$ cat src/rtl/ivc_pkg.sv
// Shared sizes and register layout for the interrupt concentrator.
// Assumes both banks hold a power-of-two number of lines.
package ivc_pkg;
    localparam int LO_LINES  = 32;
    localparam int GRP_SIZE  = 4;
    localparam int HI_LINES  = 32;
    localparam int GRP_CNT   = LO_LINES / GRP_SIZE;
    localparam int ALL_LINES = LO_LINES + HI_LINES;
    localparam int IDX_W     = $clog2(ALL_LINES);
    localparam int GRP_W     = $clog2(GRP_CNT);
    localparam int GRP_SH    = $clog2(GRP_SIZE);
    localparam int SOLO_W    = $clog2(HI_LINES);
    localparam int SLOT_SH   = 3;

    localparam logic [15:0] GRP_MAP_BASE  = 16'h0C00;
    localparam logic [15:0] SOLO_MAP_BASE = 16'h1000;
    localparam logic [15:0] GRP_CLR_BASE  = 16'h1400;
    localparam logic [15:0] SOLO_CLR_BASE = 16'h1800;
    localparam logic [15:0] GRP_SPAN      = 16'(GRP_CNT << SLOT_SH);
    localparam logic [15:0] SOLO_SPAN     = 16'(HI_LINES << SLOT_SH);

    localparam logic [30:0] GRP_FIXED  = 31'h7C0;
    localparam logic [30:0] SOLO_FIXED = 31'h7E0;
endpackage

$ cat src/rtl/ivc_first_set.sv
// Finds the lowest set bit of a vector.
// Purely combinational; idx is 0 when nothing is set.
module ivc_first_set #(
    parameter int W  = 32,
    parameter int IW = $clog2(W)
) (
    input  logic [W-1:0]  vec,
    output logic          found,
    output logic [IW-1:0] idx
);
    // Scan from the top down so the lowest hit is written last.
    always_comb begin
        found = 1'b0;
        idx   = '0;
        for (int i = W - 1; i >= 0; i--) begin
            if (vec[i]) begin
                found = 1'b1;
                idx   = IW'(i);
            end
        end
    end
endmodule

$ cat src/rtl/ivc_cfg_regs.sv
// Register port: address decode, enable storage, read mux and write events.
// Assumes the data word of each slot is at address bit 2 = 1; bits 1:0 ignored.
module ivc_cfg_regs
    import ivc_pkg::*;
(
    input  logic                clk,
    input  logic                rst_n,
    input  logic                wr_en,
    input  logic [15:0]         addr,
    input  logic                wr_enable_bit,
    output logic [31:0]         rdata,
    output logic [GRP_CNT-1:0]  grp_en_d,
    output logic [HI_LINES-1:0] solo_en_d,
    output logic                ev_rescan,
    output logic                ev_grp_hit,
    output logic [GRP_W-1:0]    ev_grp_idx,
    output logic                ev_solo_hit,
    output logic [SOLO_W-1:0]   ev_solo_idx
);
    logic [GRP_CNT-1:0]  grp_en_q;
    logic [HI_LINES-1:0] solo_en_q;
    logic [15:0] off_gm, off_sm, off_gc, off_sc;
    logic in_gm, in_sm, in_gc, in_sc, wr_data;
    logic [GRP_W-1:0]  gm_idx, gc_idx;
    logic [SOLO_W-1:0] sm_idx, sc_idx;

    // Decode which register window the address falls into.
    always_comb begin
        off_gm = addr - GRP_MAP_BASE;
        off_sm = addr - SOLO_MAP_BASE;
        off_gc = addr - GRP_CLR_BASE;
        off_sc = addr - SOLO_CLR_BASE;
        in_gm  = (addr >= GRP_MAP_BASE)  && (off_gm < GRP_SPAN);
        in_sm  = (addr >= SOLO_MAP_BASE) && (off_sm < SOLO_SPAN);
        in_gc  = (addr >= GRP_CLR_BASE)  && (off_gc < GRP_SPAN);
        in_sc  = (addr >= SOLO_CLR_BASE) && (off_sc < SOLO_SPAN);
        gm_idx = off_gm[SLOT_SH +: GRP_W];
        gc_idx = off_gc[SLOT_SH +: GRP_W];
        sm_idx = off_sm[SLOT_SH +: SOLO_W];
        sc_idx = off_sc[SLOT_SH +: SOLO_W];
        wr_data = wr_en && addr[2];
    end

    // Next enable state: a data-word mapping write replaces only the enable.
    always_comb begin
        grp_en_d  = grp_en_q;
        solo_en_d = solo_en_q;
        if (wr_data && in_gm) grp_en_d[gm_idx]  = wr_enable_bit;
        if (wr_data && in_sm) solo_en_d[sm_idx] = wr_enable_bit;
    end

    // Events handed to the request controller.
    always_comb begin
        ev_rescan   = wr_data && (in_gm || in_sm || in_gc || in_sc);
        ev_grp_hit  = wr_data && ((in_gm && !wr_enable_bit) || in_gc);
        ev_grp_idx  = in_gm ? gm_idx : gc_idx;
        ev_solo_hit = wr_data && ((in_sm && !wr_enable_bit) || in_sc);
        ev_solo_idx = in_sm ? sm_idx : sc_idx;
    end

    // Enable storage; reset disables every mapping register.
    always_ff @(posedge clk) begin
        if (!rst_n) begin
            grp_en_q  <= '0;
            solo_en_q <= '0;
        end else begin
            grp_en_q  <= grp_en_d;
            solo_en_q <= solo_en_d;
        end
    end

    // Read mux: enable bit over the fixed field, zero elsewhere.
    always_comb begin
        rdata = '0;
        if (addr[2]) begin
            if (in_gm)
                rdata = {grp_en_q[gm_idx], GRP_FIXED | (31'(gm_idx) << GRP_SH)};
            else if (in_sm)
                rdata = {solo_en_q[sm_idx], SOLO_FIXED + 31'(sm_idx)};
        end
    end

    AST_EN_CLEARED_BY_RESET: assert property (@(posedge clk)
        !rst_n |=> (grp_en_q == '0 && solo_en_q == '0));
    AST_LOW_WORD_READS_ZERO: assert property (@(posedge clk) disable iff (!rst_n)
        !addr[2] |-> rdata == 32'h0);
    AST_LOW_WORD_NO_WRITE: assert property (@(posedge clk) disable iff (!rst_n)
        (wr_en && !addr[2]) |=> (grp_en_q == $past(grp_en_q) && solo_en_q == $past(solo_en_q)));
endmodule

$ cat src/rtl/ivc_req_ctrl.sv
// Holds the single outstanding request, detects rising lines and rescans.
// Assumes register events arrive in the same cycle as the write strobe.
module ivc_req_ctrl
    import ivc_pkg::*;
(
    input  logic                 clk,
    input  logic                 rst_n,
    input  logic [ALL_LINES-1:0] lines,
    input  logic [GRP_CNT-1:0]   grp_en_d,
    input  logic [HI_LINES-1:0]  solo_en_d,
    input  logic                 ev_rescan,
    input  logic                 ev_grp_hit,
    input  logic [GRP_W-1:0]     ev_grp_idx,
    input  logic                 ev_solo_hit,
    input  logic [SOLO_W-1:0]    ev_solo_idx,
    output logic [ALL_LINES-1:0] req_vec
);
    logic [ALL_LINES-1:0] line_q, en_mask, rise;
    logic                 req_valid_q, req_valid_d, kill;
    logic [IDX_W-1:0]     req_idx_q, req_idx_d, scan_idx;
    logic [GRP_W+GRP_SH-1:0] lo_idx;
    logic [SOLO_W-1:0]    hi_idx;
    logic                 scan_found, lo_found, hi_found;

    // Per-line enable: shared group bit for the lower bank, own bit above.
    for (genvar i = 0; i < LO_LINES; i++) begin : g_lo_en
        assign en_mask[i] = grp_en_d[i / GRP_SIZE];
    end
    for (genvar j = 0; j < HI_LINES; j++) begin : g_hi_en
        assign en_mask[LO_LINES + j] = solo_en_d[j];
    end

    assign rise = lines & ~line_q;

    ivc_first_set #(.W(ALL_LINES)) u_scan (
        .vec(lines & en_mask), .found(scan_found), .idx(scan_idx));
    ivc_first_set #(.W(LO_LINES)) u_lo (
        .vec(rise[LO_LINES-1:0] & en_mask[LO_LINES-1:0]), .found(lo_found), .idx(lo_idx));
    ivc_first_set #(.W(HI_LINES)) u_hi (
        .vec(rise[ALL_LINES-1:LO_LINES] & en_mask[ALL_LINES-1:LO_LINES]),
        .found(hi_found), .idx(hi_idx));

    // Withdraw on a matching clear/disable, rescan, then apply rising lines.
    always_comb begin
        kill = req_valid_q &&
               ((ev_grp_hit && req_idx_q < IDX_W'(LO_LINES) &&
                 req_idx_q[GRP_SH +: GRP_W] == ev_grp_idx) ||
                (ev_solo_hit && req_idx_q >= IDX_W'(LO_LINES) &&
                 req_idx_q[SOLO_W-1:0] == ev_solo_idx));
        req_valid_d = req_valid_q && !kill;
        req_idx_d   = req_idx_q;
        if (ev_rescan && !req_valid_d && scan_found) begin
            req_valid_d = 1'b1;
            req_idx_d   = scan_idx;
        end
        if (lo_found) begin
            req_valid_d = 1'b1;
            req_idx_d   = IDX_W'(lo_idx);
        end else if (!req_valid_d && hi_found) begin
            req_valid_d = 1'b1;
            req_idx_d   = IDX_W'(LO_LINES) + IDX_W'(hi_idx);
        end
    end

    // Request and line-level state.
    always_ff @(posedge clk) begin
        if (!rst_n) begin
            line_q      <= '0;
            req_valid_q <= 1'b0;
            req_idx_q   <= '0;
        end else begin
            line_q      <= lines;
            req_valid_q <= req_valid_d;
            req_idx_q   <= req_idx_d;
        end
    end

    // One-hot view of the held request.
    assign req_vec = req_valid_q ? (ALL_LINES'(1) << req_idx_q) : '0;

    AST_REQ_CLEARED_BY_RESET: assert property (@(posedge clk)
        !rst_n |=> !req_valid_q);
    AST_SINGLE_PENDING: assert property (@(posedge clk) disable iff (!rst_n)
        $onehot0(req_vec));
    AST_LOWER_PREEMPTS: assert property (@(posedge clk) disable iff (!rst_n)
        lo_found |=> (req_valid_q && req_idx_q == IDX_W'($past(lo_idx))));
    AST_UPPER_WAITS: assert property (@(posedge clk) disable iff (!rst_n)
        (req_valid_q && hi_found && !lo_found && !ev_rescan) |=> $stable(req_idx_q));
    AST_HOLD_WITHOUT_WRITE: assert property (@(posedge clk) disable iff (!rst_n)
        (req_valid_q && !lo_found && !ev_rescan) |=> (req_valid_q && $stable(req_idx_q)));
    AST_WITHDRAW_EMPTY: assert property (@(posedge clk) disable iff (!rst_n)
        (kill && !scan_found && !lo_found) |=> !req_valid_q);
endmodule

$ cat src/rtl/ivc_concentrator.sv
// Top of the mapped interrupt concentrator: register port plus request control.
// Assumes synchronous active-low reset and inputs stable around the clock edge.
module ivc_concentrator
    import ivc_pkg::*;
(
    input  logic                 clk,
    input  logic                 rst_n,
    input  logic [ALL_LINES-1:0] irq_lines,
    input  logic                 cfg_wr,
    input  logic [15:0]          cfg_addr,
    input  logic [31:0]          cfg_wdata,
    output logic [31:0]          cfg_rdata,
    output logic [ALL_LINES-1:0] ivec_req
);
    logic [GRP_CNT-1:0]  grp_en_d;
    logic [HI_LINES-1:0] solo_en_d;
    logic                ev_rescan, ev_grp_hit, ev_solo_hit;
    logic [GRP_W-1:0]    ev_grp_idx;
    logic [SOLO_W-1:0]   ev_solo_idx;

    ivc_cfg_regs u_regs (
        .clk(clk), .rst_n(rst_n), .wr_en(cfg_wr), .addr(cfg_addr),
        .wr_enable_bit(cfg_wdata[31]), .rdata(cfg_rdata),
        .grp_en_d(grp_en_d), .solo_en_d(solo_en_d),
        .ev_rescan(ev_rescan), .ev_grp_hit(ev_grp_hit), .ev_grp_idx(ev_grp_idx),
        .ev_solo_hit(ev_solo_hit), .ev_solo_idx(ev_solo_idx));

    ivc_req_ctrl u_ctrl (
        .clk(clk), .rst_n(rst_n), .lines(irq_lines),
        .grp_en_d(grp_en_d), .solo_en_d(solo_en_d),
        .ev_rescan(ev_rescan), .ev_grp_hit(ev_grp_hit), .ev_grp_idx(ev_grp_idx),
        .ev_solo_hit(ev_solo_hit), .ev_solo_idx(ev_solo_idx),
        .req_vec(ivec_req));
endmodule

$ cat config.mk
export PLATFORM = sky130hd
export DESIGN_NAME = ivc_concentrator
export DESIGN_NICKNAME = d
export VERILOG_FILES = /design/src/rtl/ivc_pkg.sv /design/src/rtl/ivc_first_set.sv /design/src/rtl/ivc_cfg_regs.sv /design/src/rtl/ivc_req_ctrl.sv /design/src/rtl/ivc_concentrator.sv
export SDC_FILE = /design/constraint.sdc
export NUM_CORES = 1
export LEC_CHECK = 0
export BUFFER_PORTS_ARGS = -buffer_cell sky130_fd_sc_hd__buf_2
export CAP_MARGIN = 20
export CORE_MARGIN = 1.5
export CORE_UTILIZATION = 54
export DETAILED_ROUTE_END_ITERATION = 16
export HOLD_SLACK_MARGIN = 0.1
export PLACE_DENSITY = 0.89
export SYNTH_ARGS = -nofsm -noshare
export SYNTH_HDL_FRONTEND = slang
export SYNTH_HIERARCHICAL = 1
export SYNTH_SLANG_ARGS = --single-unit
$ cat constraint.sdc
create_clock -name clk -period 4.45 [get_ports clk]
set_input_delay 0.2225 -clock clk [delete_from_list [all_inputs] [get_ports clk]]
set_output_delay 0.2225 -clock clk [all_outputs]
set_load 0.02 [all_outputs]
==> impl_results.md, run 1 <==
- Ys flop type: dfxtp_1
- First-pass GRT wire length: 35,100 um
- Synth Register Bits: 111
- Wire length on met2: 10,500 um
- Register area share after synthesis: 28.5%
- Placed instance area: 0.00851 sq mm
- FMAX: 259 MHz
- Worst-path clk slew: 0.07 ns
- Wire per inst: 16.9 um
- CP max FO: 32
- Leakage: 4.04 nW
- WP data required: 4.73 ns
- Status: finished, final reports clean
- Share of flip-flops with an asynchronous set or reset: 0%
- Clk Latency, worst-skew pair: 0.36 ns
- Max_slew headroom: 49.6%
- # diodes: 0
- Clock sink count: 111
- Endpoints failing hold: 0
- Crit end category: flop
- Worst slew pin tran: 0.756 ns
- Die H: 123 um
- Global Route Usage Sum: 29.4%
- Final Setup Violations: 0
- Design area: 0.00935 sq mm
- Core Rows: 43
- Antenna violation net count after detailed routing: 0
- Crit path kind: input pin to flop
- PwrDens: 226 mW/mm^2
- Synthesized area per cell: 7.86 sq um
- CP arrival: 4.13 ns
- Critical Path Most Common Cell: nand2_1
- Detailed Place HPWL: 16,400 um
- Final min period: 3.85 ns
- Met3 WL: 2070 um
- Filler cells: 1,066
- Post-synth EDFFs: 0
- Peak VDD IR: 0.168 mV
- Setup TNS: 0 ns
- Synth warn: 6
- Critical Path Slowest Stage Cell: nor4_1
- Core Util, Final: 66.8%
- TritonCTS Buffers: 9
- DRC violations left: 0
- Total chip power: 2.11 mW
- Overflow after GRT: 0
- Vias/cell: 5.90
- Metal-1 WL: 9450 um
- Max-capacitance violation count: 0
- Starting density of the core: 55.7%
- Worst setup SP type: input pin
- Die width: 123 um
- First-pass DRT Iterations: 6
- Vias in the first global route: 7,064
- Critical Path Max Stage Delay: 0.51 ns
- Postcts setup bufs: 0
- Slew Viols, Final: 0
- Mapped Cells: 992
- PnR worst setup slack: 0.596 ns
- Area Growth Syn to Fin: 19.8%
- Initial antenna violation count: 0
- HP Class: input pin to flop
- Crit-path cells: buf_2, nor3b_4, nand4_2, buf_4, nor4_1, mux2_2, and2_1, nor4_1, and3_1, nand2_1, nor2_1, nand2_1, nand2_1, nor2_1, a31oi_1, nor3_1, a211oi_2
- Clk root buf: clkbuf_16
- RSZ-0062 raised after global routing: false
- Largest net degree at the start of global routing: 58
- First DRT Iteration DRCs: 843
- Register cell area after layout: 0.00222 sq mm
- RePlAce Congestion: 0.996
- Routed Wire Length: 22,800 um
- H-tree depth: 3
- Clock Tree Buf Depth: 2
- Area of the multi-input gates: 0.00509 sq mm
- Post-synthesis cell type count: 70
- Vias: 7,974
- Period utilization: 86.6%
- Highest routed layer: met4
- IO buf count: 157
- Clock skew: 0.0105 ns
- Core ar.: 0.0140 sq mm
- I/O pin count: 211
- TritonCTS clock tree: built
- Mapped Area: 0.00780 sq mm
- Nets: 1,284
- DP Worst Slack: 0.454 ns
- Die ar.: 0.0152 sq mm
- Share of cells above drive strength 1: 22.8%
## area by class of cell
| cell class | instances | share of cell area, % |
|---|---|---|
| clock inverters | 6 | 0.977 |
| clock buffers | 10 | 2.56 |
| multi-input cells | 795 | 54.5 |
| well taps | 180 | 2.41 |
| repair buffers | 216 | 14.5 |
| flip-flops and latches | 111 | 23.8 |
| inverters | 33 | 1.33 |
## critical path: cells and delay by family
family                 cells  cell delay, ns
AO/OA/AOI/OAI              2            0.48
multiplexers               1            0.43
AND/OR/NAND/NOR           12            2.54
buffers and inverters      2            0.42
## what timing repair did
action	4_1_cts	5_1_grt
gates resized for setup	0	0
hold endpoints to repair	50	0
hold buffers	50	0
## final timing paths
check | startpoint | endpoint | slack, ns | cells after the start
worst max register to register | u_regs/solo_en_q[27] | u_ctrl/req_idx_q[1] | 1.37 | 10
worst min register to register | u_ctrl/req_idx_q[5] | u_ctrl/req_idx_q[5] | 0.57 | 2
worst max-delay path | cfg_addr[11] | u_ctrl/req_idx_q[1] | 0.60 | 17
worst min-delay path | irq_lines[51] | u_ctrl/line_q[51] | 0.09 | 2
## where the power goes
part	switching [mW]	internal, mW	leakage (nW)
logic	0.105	0.0889	2.96
registers	0.0101	1.02	0.912
clock network	0.375	0.512	0.163
total	0.490	1.62	4.04
## cells in the mapped netlist, types with 6 or more instances
| library cell | n | area share (%) |
|---|---|---|
| and2_1 | 173 | 14 |
| nor2_1 | 137 | 6.6 |
| dfxtp_1 | 111 | 28 |
| nor2b_1 | 77 | 6.2 |
| nor3_1 | 60 | 3.9 |
| mux2_2 | 43 | 6.2 |
| buf_4 | 34 | 3.3 |
| inv_1 | 33 | 1.6 |
| nand2_1 | 31 | 1.5 |
| a21oi_1 | 30 | 1.9 |
| nor4_1 | 27 | 2.2 |
| clkbuf_1 | 25 | 1.2 |
| o21ai_0 | 21 | 1.3 |
| nand3_1 | 17 | 1.1 |
| a31oi_1 | 11 | 0.88 |
| buf_2 | 10 | 0.64 |
| mux4_2 | 10 | 2.9 |
| nand2b_1 | 8 | 0.64 |
| xor2_1 | 8 | 0.90 |
| nand3b_1 | 7 | 0.67 |
| nor4_2 | 6 | 0.96 |
| o21ai_1 | 6 | 0.39 |
| o31ai_1 | 6 | 0.58 |
## cell usage in the layout (no fill, tap or decap), drive strengths merged, types with 17 or more instances in the layout
cell	count
and2	173
nor4	34
a21oi	30
conb	20
nand3	17
inv	34
nor2	138
buf	166
dlygate4sd3	50
o21ai	27
mux2	43
nor2b	77
nor3	61
dfxtp	111
nand2	31
## registers in the layout, summed over array words and instances (netlist names)
signal,flops
u_ctrl/line_q,64
u_ctrl/req_idx_q,6
u_ctrl/req_valid_q,1
u_regs/grp_en_q,8
u_regs/solo_en_q,32
## stage by stage
step | hold slack, ns | std cells
after floorplan | 0.344 | 1011
after global placement | 0.431 | 1285
after detailed placement | 0.437 | 1285
after CTS | 0.101 | 1351
after global routing | 0.102 | 1351
final | 0.0935 | 1351
## per-layer routing
layer,track usage (%),up-vias
met2,49.3,541
met4,12.1,0
met1,38.1,3598
met5,0,-
met3,3.97,86
li1,-,3749
## cells by family after synthesis
| group | count (synthesis) | share of synthesized area (%) |
|---|---|---|
| adders and majority gates | 3 | 0.481 |
| and+or+nand+nor | 584 | 42.4 |
| AOI/OAI and AO/OA | 123 | 10.9 |
| muxes | 55 | 9.35 |
| buffers and inverters | 105 | 7.14 |
| other | 1 | 0.0481 |
| xor gates and xnor gates | 10 | 1.12 |
| DFF | 111 | 28.5 |
(Power assumes the default switching activity.)
==> run 2: changes to the inputs <==
BUFFER_PORTS_ARGS = -buffer_cell sky130_fd_sc_hd__clkbuf_2   (was -buffer_cell sky130_fd_sc_hd__buf_2)
CORE_MARGIN = 2   (was 1.5)
==> impl_results.md, run 2 (synthesized netlist as in run 1, its figures left out) <==
- Final Setup Violations: 0
- Die H: 124 um
- Crit path kind: input pin to flop
- Wire length on met2: 11,100 um
- Die ar.: 0.0154 sq mm
- WP data required: 4.72 ns
- Max_slew headroom: 49.7%
- TritonCTS clock tree: built
- Most frequent cells in the layout: and2_1 (173), clkbuf_2 (157), nor2_1 (137)
- # diodes: 0
- H-tree depth: 3
- RSZ-0062 raised after global routing: false
- Vias: 8,132
- Dpl cells: 1,286
- Clk Latency, worst-skew pair: 0.35 ns
- Wire per inst: 18.0 um
- First-pass GRT wire length: 36,500 um
- PwrDens: 219 mW/mm^2
- Total chip power: 2.05 mW
- Worst-path clk slew: 0.07 ns
- CP max FO: 12
- Highest routed layer: met4
- Slew Viols, Final: 0
- Routed Wire Length: 24,400 um
- Clock sink count: 111
- FMAX: 254 MHz
- Largest net degree at the start of global routing: 81
- Metal-1 WL: 9500 um
- Period utilization: 88.6%
- Nets: 1,291
- HP Class: input pin to flop
- Endpoints failing hold: 0
- RePlAce Congestion: 1.00
- Filler cells: 1,062
- Vias/cell: 5.99
- Most common cell after layout, fill and taps aside: and2_1
- Top reg by flops: u_ctrl/line_q
- IO buf count: 157
- Largest regs: u_ctrl/line_q (64), u_regs/solo_en_q (32), u_regs/grp_en_q (8)
- Clock skew: 0.00582 ns
- First-pass DRT Iterations: 12
- Area Growth Syn to Fin: 20.4%
- Worst slew pin tran: 0.754 ns
- Max FFs per register: 64
- Leakage: 4.00 nW
- I/O pin count: 211
- Clock Tree Buf Depth: 2
- Status: finished, final reports clean
- TritonCTS Buffers: 9
- Max-capacitance violation count: 0
- DRC violations left: 0
- Antenna violation net count after detailed routing: 0
- Starting density of the core: 55.7%
- Area of the multi-input gates: 0.00509 sq mm
- CP arrival: 4.21 ns
- Final min period: 3.94 ns
- Register cell area after layout: 0.00222 sq mm
- Crit end category: flop
- First DRT Iteration DRCs: 1,040
- Overflow after GRT: 0
- Initial antenna violation count: 0
- Peak VDD IR: 0.174 mV
- Share of cells above drive strength 1: 22.8%
- Non-Filler Instances: 1,358
- Postcts setup bufs: 0
- Setup TNS: 0 ns
- Detailed Place HPWL: 16,800 um
- Die width: 124 um
- Core Rows: 43
- Worst setup SP type: input pin
- Core ar.: 0.0140 sq mm
- Met3 WL: 2470 um
- Vias in the first global route: 7,241
- Global Route Usage Sum: 30.2%
- Clk root buf: clkbuf_16
## run 2: cell count changes in the layout (fill, tap and decap cells not counted), sizes merged
cell         delta
clkbuf        +156
bufinv          -1
clkinvlp        +2
dlygate4sd3     +5
buf           -155
## run 2: metal layers
metal	track usage, %	vias to the layer above
li1	-	3748
met1	37.6	3630
met2	50.6	611
met3	4.81	143
met4	15.2	0
met5	0	-
## run 2: cell type report
cell class	instances	area share (%)
inverter	33	1.32
sequential	111	23.7
timing repair buffer	223	15.2
tap	180	2.40
clock buffer	9	2.40
multi-input combinational	795	54.2
clock inverter	7	0.773
## run 2: worst paths after layout
check | slack (ns) | to | cells after the start | from
setup / recovery | 0.51 | u_ctrl/req_idx_q[0] | 16 | cfg_addr[12]
hold / removal | 0.1 | u_ctrl/line_q[28] | 2 | irq_lines[28]
setup reg to reg | 1.32 | u_ctrl/req_idx_q[0] | 10 | u_regs/grp_en_q[6]
hold reg to reg | 0.59 | u_ctrl/req_idx_q[5] | 2 | u_ctrl/req_idx_q[5]
## run 2: what timing repair did
action | in CTS | in global routing
hold buffers | 54 | 1
hold endpoints to repair | 54 | 1
resized for setup | 0 | 0
## run 2: report_power, final
part	internal (mW)	leakage [nW]	total, mW	switching (mW)
registers	1.02	0.912	1.03	0.0113
clock network	0.438	0.142	0.817	0.379
logic	0.0940	2.94	0.201	0.107
## run 2: critical path, stage by stage
cell and delay (ns):
clkbuf_2 0.14, inv_1 0.07, ha_1 0.19, xor2_1 0.19, nand4_2 0.26, nor3_1 0.28
mux2_2 0.44, and2_1 0.22, nor2b_1 0.16, nor4_1 0.42, nand3_1 0.20, nor3_1 0.29
nand3b_1 0.40, inv_1 0.31, o21ai_0 0.20, a211oi_2 0.20
## run 2: through the flow
| stage | utilization [%] | cell area, sq um | setup slack [ns] | hold WS, ns |
|---|---|---|---|---|
| 2_1_floorplan | - | 7870 | 1.05 | 0.344 |
| 3_3_place_gp | 60.9 | 8520 | 0.484 | 0.435 |
| 3_5_place_dp | 60.9 | 8520 | 0.388 | 0.441 |
| 4_1_cts | 66.9 | 9360 | 0.649 | 0.100 |
| 5_1_grt | 67.1 | 9390 | 0.270 | 0.103 |
| 6_report | 67.1 | 9390 | 0.509 | 0.0985 |
